### src/rtl/page_perm_pkg.sv
package page_perm_pkg;

   typedef enum logic [1:0] {
      MODE_KSMAP   = 2'd0,
      MODE_USER    = 2'd1,
      MODE_KNOSMAP = 2'd2
   } pmode_e;

   typedef enum logic [1:0] {
      ACC_READ  = 2'd0,
      ACC_WRITE = 2'd1,
      ACC_FETCH = 2'd2
   } acc_e;

   localparam int unsigned ERRB_PROT  = 0;
   localparam int unsigned ERRB_WRITE = 1;
   localparam int unsigned ERRB_USER  = 2;
   localparam int unsigned ERRB_RSVD  = 3;
   localparam int unsigned ERRB_FETCH = 4;
   localparam int unsigned ERR_MIN_W  = 5;

   typedef struct packed {
      logic usr;
      logic wr;
      logic nx;
      logic dirty;
   } pgattr_t;

   typedef struct packed {
      logic rd;
      logic wr;
      logic ex;
   } rights_t;

endpackage

### src/rtl/page_perm_mode_sel.sv
module page_perm_mode_sel
   import page_perm_pkg::*;
#(
   parameter int unsigned CPL_W = 2
) (
   input  logic [CPL_W-1:0] cpl_i,
   input  logic             ac_i,
   input  logic             implicit_i,
   input  logic             smap_en_i,
   output pmode_e           mode_o
);
   localparam logic [CPL_W-1:0] USER_CPL = {CPL_W{1'b1}};

   logic at_user;
   logic ac_lifts;

   always_comb begin
      at_user  = (cpl_i == USER_CPL);
      ac_lifts = ac_i && !at_user;
      if (!implicit_i && at_user) begin
         mode_o = MODE_USER;
      end else if (!smap_en_i || ac_lifts) begin
         mode_o = MODE_KNOSMAP;
      end else begin
         mode_o = MODE_KSMAP;
      end
   end
endmodule

### src/rtl/page_perm_rules.sv
module page_perm_rules
   import page_perm_pkg::*;
(
   input  pmode_e  mode_i,
   input  acc_e    acc_i,
   input  pgattr_t attr_i,
   input  logic    smep_en_i,
   input  logic    wp_en_i,
   output logic    prot_fault_o
);
   logic is_fetch, is_wr;
   logic f_nx, f_user, f_smap, f_base, f_mode;

   always_comb begin
      is_fetch = (acc_i == ACC_FETCH);
      is_wr    = (acc_i == ACC_WRITE);
      f_nx     = is_fetch && attr_i.nx;
      f_user   = !attr_i.usr || (is_wr && !attr_i.wr);
      f_smap   = !is_fetch && attr_i.usr;
      f_base   = (is_fetch && smep_en_i && attr_i.usr) ||
                 (wp_en_i && is_wr && !attr_i.wr);
      unique case (mode_i)
         MODE_USER:  f_mode = f_user;
         MODE_KSMAP: f_mode = f_smap || f_base;
         default:    f_mode = f_base;
      endcase
      prot_fault_o = f_nx || f_mode;
   end
endmodule

### src/rtl/page_perm_errgen.sv
module page_perm_errgen
   import page_perm_pkg::*;
#(
   parameter int unsigned ERR_W = 5
) (
   input  logic             present_i,
   input  logic             rsvd_i,
   input  logic             prot_fault_i,
   input  acc_e             acc_i,
   input  pmode_e           mode_i,
   input  logic             nxe_en_i,
   output logic             fault_o,
   output logic [ERR_W-1:0] err_o
);
   always_comb begin
      fault_o = !present_i || rsvd_i || prot_fault_i;
      err_o   = '0;
      if (fault_o) begin
         err_o[ERRB_WRITE] = (acc_i == ACC_WRITE);
         err_o[ERRB_USER]  = (mode_i == MODE_USER);
         err_o[ERRB_FETCH] = (acc_i == ACC_FETCH) && nxe_en_i;
         if (present_i) begin
            err_o[ERRB_PROT] = 1'b1;
            err_o[ERRB_RSVD] = rsvd_i;
         end
      end
   end
endmodule

### src/rtl/page_perm_rights.sv
module page_perm_rights
   import page_perm_pkg::*;
(
   input  logic    fault_i,
   input  pmode_e  mode_i,
   input  pgattr_t attr_i,
   input  logic    smep_en_i,
   input  logic    wp_en_i,
   output rights_t rights_o
);
   always_comb begin
      rights_o = '0;
      if (!fault_i) begin
         rights_o.rd = 1'b1;
         rights_o.ex = !attr_i.nx && !(smep_en_i && attr_i.usr);
         rights_o.wr = attr_i.dirty &&
                       (attr_i.wr || (mode_i != MODE_USER && !wp_en_i));
      end
   end
endmodule

### src/rtl/page_perm_check.sv
module page_perm_check
   import page_perm_pkg::*;
#(
   parameter int unsigned CPL_W   = 2,
   parameter int unsigned ERR_W   = 5,
   parameter bit          OUT_REG = 1'b1
) (
   input  logic             clk_i,
   input  logic             rst_ni,
   input  logic             present_i,
   input  logic             rsvd_i,
   input  logic             pg_user_i,
   input  logic             pg_write_i,
   input  logic             pg_nx_i,
   input  logic             pg_dirty_i,
   input  logic [1:0]       acc_i,
   input  logic [CPL_W-1:0] cpl_i,
   input  logic             ac_i,
   input  logic             implicit_i,
   input  logic             wp_en_i,
   input  logic             smap_en_i,
   input  logic             smep_en_i,
   input  logic             nxe_en_i,
   output logic [1:0]       mode_o,
   output logic             fault_o,
   output logic [ERR_W-1:0] err_code_o,
   output logic             rd_ok_o,
   output logic             wr_ok_o,
   output logic             ex_ok_o
);
   if (ERR_W < ERR_MIN_W) begin : g_bad_err_w
      $error("page_perm_check: ERR_W must be at least %0d", ERR_MIN_W);
   end
   if (CPL_W < 1) begin : g_bad_cpl_w
      $error("page_perm_check: CPL_W must be at least 1");
   end

   acc_e             acc;
   pgattr_t          attr;
   pmode_e           mode;
   logic             prot_fault;
   logic             fault;
   logic [ERR_W-1:0] err;
   rights_t          rights;

   assign acc  = acc_e'(acc_i);
   assign attr = '{usr: pg_user_i, wr: pg_write_i, nx: pg_nx_i, dirty: pg_dirty_i};

   page_perm_mode_sel #(.CPL_W(CPL_W)) mode_sel_i (
      .cpl_i      (cpl_i),
      .ac_i       (ac_i),
      .implicit_i (implicit_i),
      .smap_en_i  (smap_en_i),
      .mode_o     (mode)
   );

   page_perm_rules rules_i (
      .mode_i       (mode),
      .acc_i        (acc),
      .attr_i       (attr),
      .smep_en_i    (smep_en_i),
      .wp_en_i      (wp_en_i),
      .prot_fault_o (prot_fault)
   );

   page_perm_errgen #(.ERR_W(ERR_W)) errgen_i (
      .present_i    (present_i),
      .rsvd_i       (rsvd_i),
      .prot_fault_i (prot_fault),
      .acc_i        (acc),
      .mode_i       (mode),
      .nxe_en_i     (nxe_en_i),
      .fault_o      (fault),
      .err_o        (err)
   );

   page_perm_rights rights_i (
      .fault_i   (fault),
      .mode_i    (mode),
      .attr_i    (attr),
      .smep_en_i (smep_en_i),
      .wp_en_i   (wp_en_i),
      .rights_o  (rights)
   );

   if (OUT_REG) begin : g_out_reg
      always_ff @(posedge clk_i or negedge rst_ni) begin
         if (!rst_ni) begin
            mode_o     <= '0;
            fault_o    <= 1'b0;
            err_code_o <= '0;
            rd_ok_o    <= 1'b0;
            wr_ok_o    <= 1'b0;
            ex_ok_o    <= 1'b0;
         end else begin
            mode_o     <= mode;
            fault_o    <= fault;
            err_code_o <= err;
            rd_ok_o    <= rights.rd;
            wr_ok_o    <= rights.wr;
            ex_ok_o    <= rights.ex;
         end
      end
   end else begin : g_out_comb
      assign mode_o     = mode;
      assign fault_o    = fault;
      assign err_code_o = err;
      assign rd_ok_o    = rights.rd;
      assign wr_ok_o    = rights.wr;
      assign ex_ok_o    = rights.ex;
   end
endmodule

### config.mk
export PLATFORM = sky130hd
export DESIGN_NAME = page_perm_check
export DESIGN_NICKNAME = d
export VERILOG_FILES = /design/src/rtl/page_perm_pkg.sv /design/src/rtl/page_perm_mode_sel.sv /design/src/rtl/page_perm_rules.sv /design/src/rtl/page_perm_errgen.sv /design/src/rtl/page_perm_rights.sv /design/src/rtl/page_perm_check.sv
export SDC_FILE = /design/constraint.sdc
export NUM_CORES = 1
export LEC_CHECK = 0
export BUFFER_PORTS_ARGS = -buffer_cell sky130_fd_sc_hd__buf_2
export CELL_PAD_IN_SITES_DETAIL_PLACEMENT = 0
export CELL_PAD_IN_SITES_GLOBAL_PLACEMENT = 1
export CORE_UTILIZATION = 28
export CTS_CLUSTER_DIAMETER = 60
export DETAILED_ROUTE_END_ITERATION = 8
export HOLD_SLACK_MARGIN = 0.08
export MAX_ROUTING_LAYER = met4
export PLACE_DENSITY = 0.83
export SYNTH_ARGS = -nofsm -noshare
export SYNTH_HDL_FRONTEND = slang
export SYNTH_SLANG_ARGS = --single-unit
### constraint.sdc
create_clock -name clk_i -period 0.8 [get_ports clk_i]
set_input_delay 0.04 -clock clk_i [delete_from_list [all_inputs] [get_ports clk_i]]
set_output_delay 0.04 -clock clk_i [all_outputs]
set_load 0.05 [all_outputs]
; ---- Word level (Yosys, flattened, before mapping)
; Cells that the tools add are included.
[totals]
wordCells = 51
reg_bits = 11
input_bits = 18
out_inout_bits = 11
rom_bits = 0
mem_bits_rw = 0
n_memories = 0
latchBits = 0
[classes]
order_cmp = 0
bitwise_logic = 0
add_sub_neg = 0
n_div = 0
n_reduce_logical = 33
mul = 0
n_shift = 0
muxes = 7
eq_ne = 5
[op_table]
columns = operator, n
row1 = 1-bit logical AND, 14
row2 = 1-bit logical NOT, 10
row3 = 1-bit logical OR, 8
row4 = 5-bit two-way mux, 1
row5 = 2-bit by 1-bit == test with 1-bit output (second input constant), 2
row6 = 2-bit == test (second input constant), 2
row7 = 2-bit two-way mux, 2
row8 = 3-bit two-way mux, 1
row9 = 2-bit logical NOT, 1
row10 = 1-bit two-way mux, 2
row11 = 2-bit by 1-bit inequality test with 1-bit output (second input constant), 1
row12 = 1-bit one-hot mux with 2 select lines, 1

; ---- Longest topological paths before layout
[logic_depth]
ltp_word = 11
ltp_mapped = 5
ltp_nobuf = 4

; ---- Modules after synthesis
; From an unflattened synthesis, not the netlist that was laid out.
[unflattened]
hier_cells = 39
area_unflattened_um2 = 475.5
[modules_own_cells]
columns = module, seq_area_each_um2, n_inst, cells_each, area_per_inst_um2
row1 = page_perm_check, 275.3, 1, 11, 275.3
row2 = page_perm_rules, 0.0, 1, 10, 66.3
row3 = page_perm_errgen, 0.0, 1, 8, 61.3
row4 = page_perm_rights, 0.0, 1, 5, 40.0
row5 = page_perm_mode_sel, 0.0, 1, 5, 32.5

; ---- Worst setup path before layout
; No wires, ideal clock.
[synth_timing]
path_type = input to register
start = input cpl_i[1]
end = register wr_ok_o
cell_stages = 4
path_slack_ns = -0.283
arrival_ns = 1.015
setup_ns = 0.068
required_time_ns = 0.732
path_buffers = 1
path_cell_list = and3b_1 > buf_6 > o41ai_4 > o2111a_1
[synth_rtl]
columns = element, line_no
row1 = "start, declared", page_perm_check.sv:17  ; input logic [CPL_W-1:0] cpl_i,
row2 = "end signal, assigned", page_perm_check.sv:100  ; wr_ok_o <= rights.wr;
row3 = "end, declared", page_perm_check.sv:28  ; output logic wr_ok_o,

==> run_results.csv <==
group,metric,value,unit
run_status,outcome,"finished, violations left",
run_status,failed_checks,"setup timing",
sta,worst_pin_slew,0.2801,ns
placement,portBuffers,28,
sta,slew_headroom,81.24,%
global_route,antenna_found_initial,0,
clocking,numClockSinks,11,
logic_synthesis,async_reset_ff_share,100.0,%
setup_path,slowest_stage,"and2b_2",
power,powerDensity,1468,nW/µm²
drt,ant_nets,0,
setup_path,required,0.99,ns
setup_path,max_stage_delay,0.21,ns
power,p_int,974.8,µW
logic_synthesis,synth_simple_gate_area_share,18.06,%
cells_and_area,diodes,0,
logic_synthesis,synth_top_area_cell,"dfrtp_1",
setup_path,critical_path_class,"in2reg",
drt,wl_per_cell,10.50,µm
global_route,track_usage,13.82,%
drt,drcViolationCount,0,
sta,fmax,1129,MHz
hold_path,worstHoldPathType,"in2reg",
flow_run,maxCapViolCount,0,
cells_and_area,area_growth,98.92,%
logic_synthesis,synth_top_area_share,59.30,%
global_route,grt_max_degree,12,
drt,wl,1071,µm
sta,min_period_over_period,110.7,%
logic_synthesis,synth_top_family_by_area,"compound AO/OA/AOI/OAI gates",
power,pwr-share-seq,44.1,%
drt,vias_per_cell,4.598,
power,p_switching,381.0,µW
logic_synthesis,avgSynthCellArea,12.22,µm²
logic_synthesis,synth-edff-count,0,
die,dieArea,1825,µm²
logic_synthesis,synth_area,464.2,µm²
logic_synthesis,ys_types,16,
power,switching_share,28.10,%
power,clockPowerShare,25.9,%
setup_path,start_kind,"input pin",
setup_path,critPathTopFamily,"simple AND/OR/NAND/NOR gates",
cells_and_area,drive_gt1_share,56.98,%
power,p_comb_share,30.0,%
global_route,grt_pass1_vias,438,
logic_synthesis,netlist_instances,38,
logic_synthesis,synthMuxAreaShare,0,%
clocking,root_buffer,"clkbuf_4",
logic_synthesis,ys_ff_latch,11,
setup_path,path_cells,"buf_6 -> and2b_2 -> and3_4 -> o41ai_4 -> buf_6 -> o2111a_1",
power,p_leak,0.0004536,µW
sta,setup_viol,20,
clocking,cts_tree,"yes",
clocking,htreeDepth,1,
cells_and_area,final_cell_mix,"buf_2, buf_6, dfrtp_1",
logic_synthesis,synth_nets,56,
power,ir_worst_vdd,0.0005020,V
setup_path,arrival,1.08,ns
die,fp.dieH,42.72,µm
sta,tns,-0.5108,ns
clocking,cts.clk_slew.worst_paths,0.06,ns
setup_path,crit_fanout,8,
sta,rsz0062_at_grt,"yes",
clocking,cts_buffers,3,
logic_synthesis,yosysSeqAreaShare,59.30,%
logic_synthesis,synthXorXnorAreaFrac,0,%
die,design.core.area,1524,µm²
logic_synthesis,synth_compound_area_share,20.22,%
die,rows,14,
logic_synthesis,ys_warn_count,0,
cells_and_area,nNetsFinal,105,
drt,drt_iter0_drc,6,
sta,period_minus_slack,0.8855,ns
die,ioPinCount,29,
setup_path,path_buf_inv,2,
cells_and_area,final_util,60.59,%
setup_path,setup.worst_path.end_class,"flip-flop",
clocking,cts_buffer_depth,2,
global_route,grt_pass1_wl,1766,µm
logic_synthesis,synth_area_leaders,"dfrtp_1, o41ai_4, a21oi_1",
setup_path,cpMostUsedCell,"buf_6",
logic_synthesis,dominantRegCellSynth,"dfrtp_1",
drt,dr_total_vias,469,
drt,first_pass_iters,2,
die,start_util,30.46,%
global_route,grt_overflow,0,
sta,final_hold_viol_count,0,
sta,setup_slack,-0.08547,ns
logic_synthesis,synth_fa_ha_area_share,0,%
die,dieWidth,42.72,µm
sta,slew_viol_final,0,
placement,gp_congestion,0.8127,
-- cells in the mapped netlist (2+ instances only) --
cell      number
nand2_1        5
and3_1         2
a21oi_1        5
dfrtp_1       11
and2_1         2
nand2b_1       2
a21boi_1       2
-- area by class of cell --
class                      instances  area [µm²]
fill                             131       600.6
timing repair buffer              45       382.9
sequential                        11       275.3
multi-input combinational         26       219.0
clock buffer                       4       26.28
tap                               16       20.02
-- worst paths after layout --
kind	from	end	cells after the start
setup / recovery	acc_i[1]	wr_ok_o$_DFF_PN0_	6
hold / removal	pg_nx_i	ex_ok_o$_DFF_PN0_	3
max in group asynchronous	rst_ni	rd_ok_o$_DFF_PN0_	2
min in group asynchronous	rst_ni	err_code_o[1]$_DFF_PN0_	2
-- routing by layer --
layer  up-vias  GRT usage, %  share of wire [%]
met5         -             -                  0
met4         0         11.25                1.8
met3         2         2.979                5.4
met2        18         21.21                 52
met1       219         15.22                 41
li1        230             -                  -
-- power groups by stage --
stage / logic [µW] / registers [µW] / clock network [µW]
detailed placement: 304 / 601 / 0
finish: 407 / 597 / 351
global placement: 300 / 600 / 0
CTS: 383 / 598 / 366
global route: 433 / 600 / 397
floorplan: 69.6 / 707 / 0
-- flip-flops by register name, indices dropped and copies added, names as in the netlist --
register and cells:
fault_o 1, wr_ok_o 1, rd_ok_o 1, err_code_o 5
mode_o 2, ex_ok_o 1
-- repair_timing --
| item | CTS | global route |
|---|---|---|
| hold endpoints to repair | 16 | 0 |
| gates resized for setup | 29 | 7 |
| setup endpoints to repair | 19 | 20 |
| hold buffers | 8 | 0 |
| pin swaps | 6 | 3 |
| buffers inserted | 1 | 1 |
| cloned | 0 | 0 |
-- cells by family (layout without fill, tap and decap cells) --
family,after synthesis,in the layout
flip-flops,11,11
AO/OA/AOI/OAI,11,11
buffers and inverters,1,49
AND/OR/NAND/NOR,15,15
-- through the flow --
| step | instances | hold WS, ns | cell area [µm²] | worst slack (ns) | total power [µW] |
|---|---|---|---|---|---|
| 2_1_floorplan | 38 | -0.2556 | 464.2 | -0.2814 | 776.5 |
| 3_3_place_gp | 90 | -0.09134 | 680.7 | -0.4295 | 899.4 |
| 3_5_place_dp | 90 | -0.08818 | 680.7 | -0.4750 | 904.6 |
| 4_1_cts | 101 | 0.1019 | 884.6 | -0.07417 | 1347 |
| 5_1_grt | 102 | 0.1124 | 923.4 | -0.1060 | 1430 |
| 6_report | 102 | 0.1213 | 923.4 | -0.08547 | 1356 |
No activity file was read; power rests on OpenSTA's default activity.
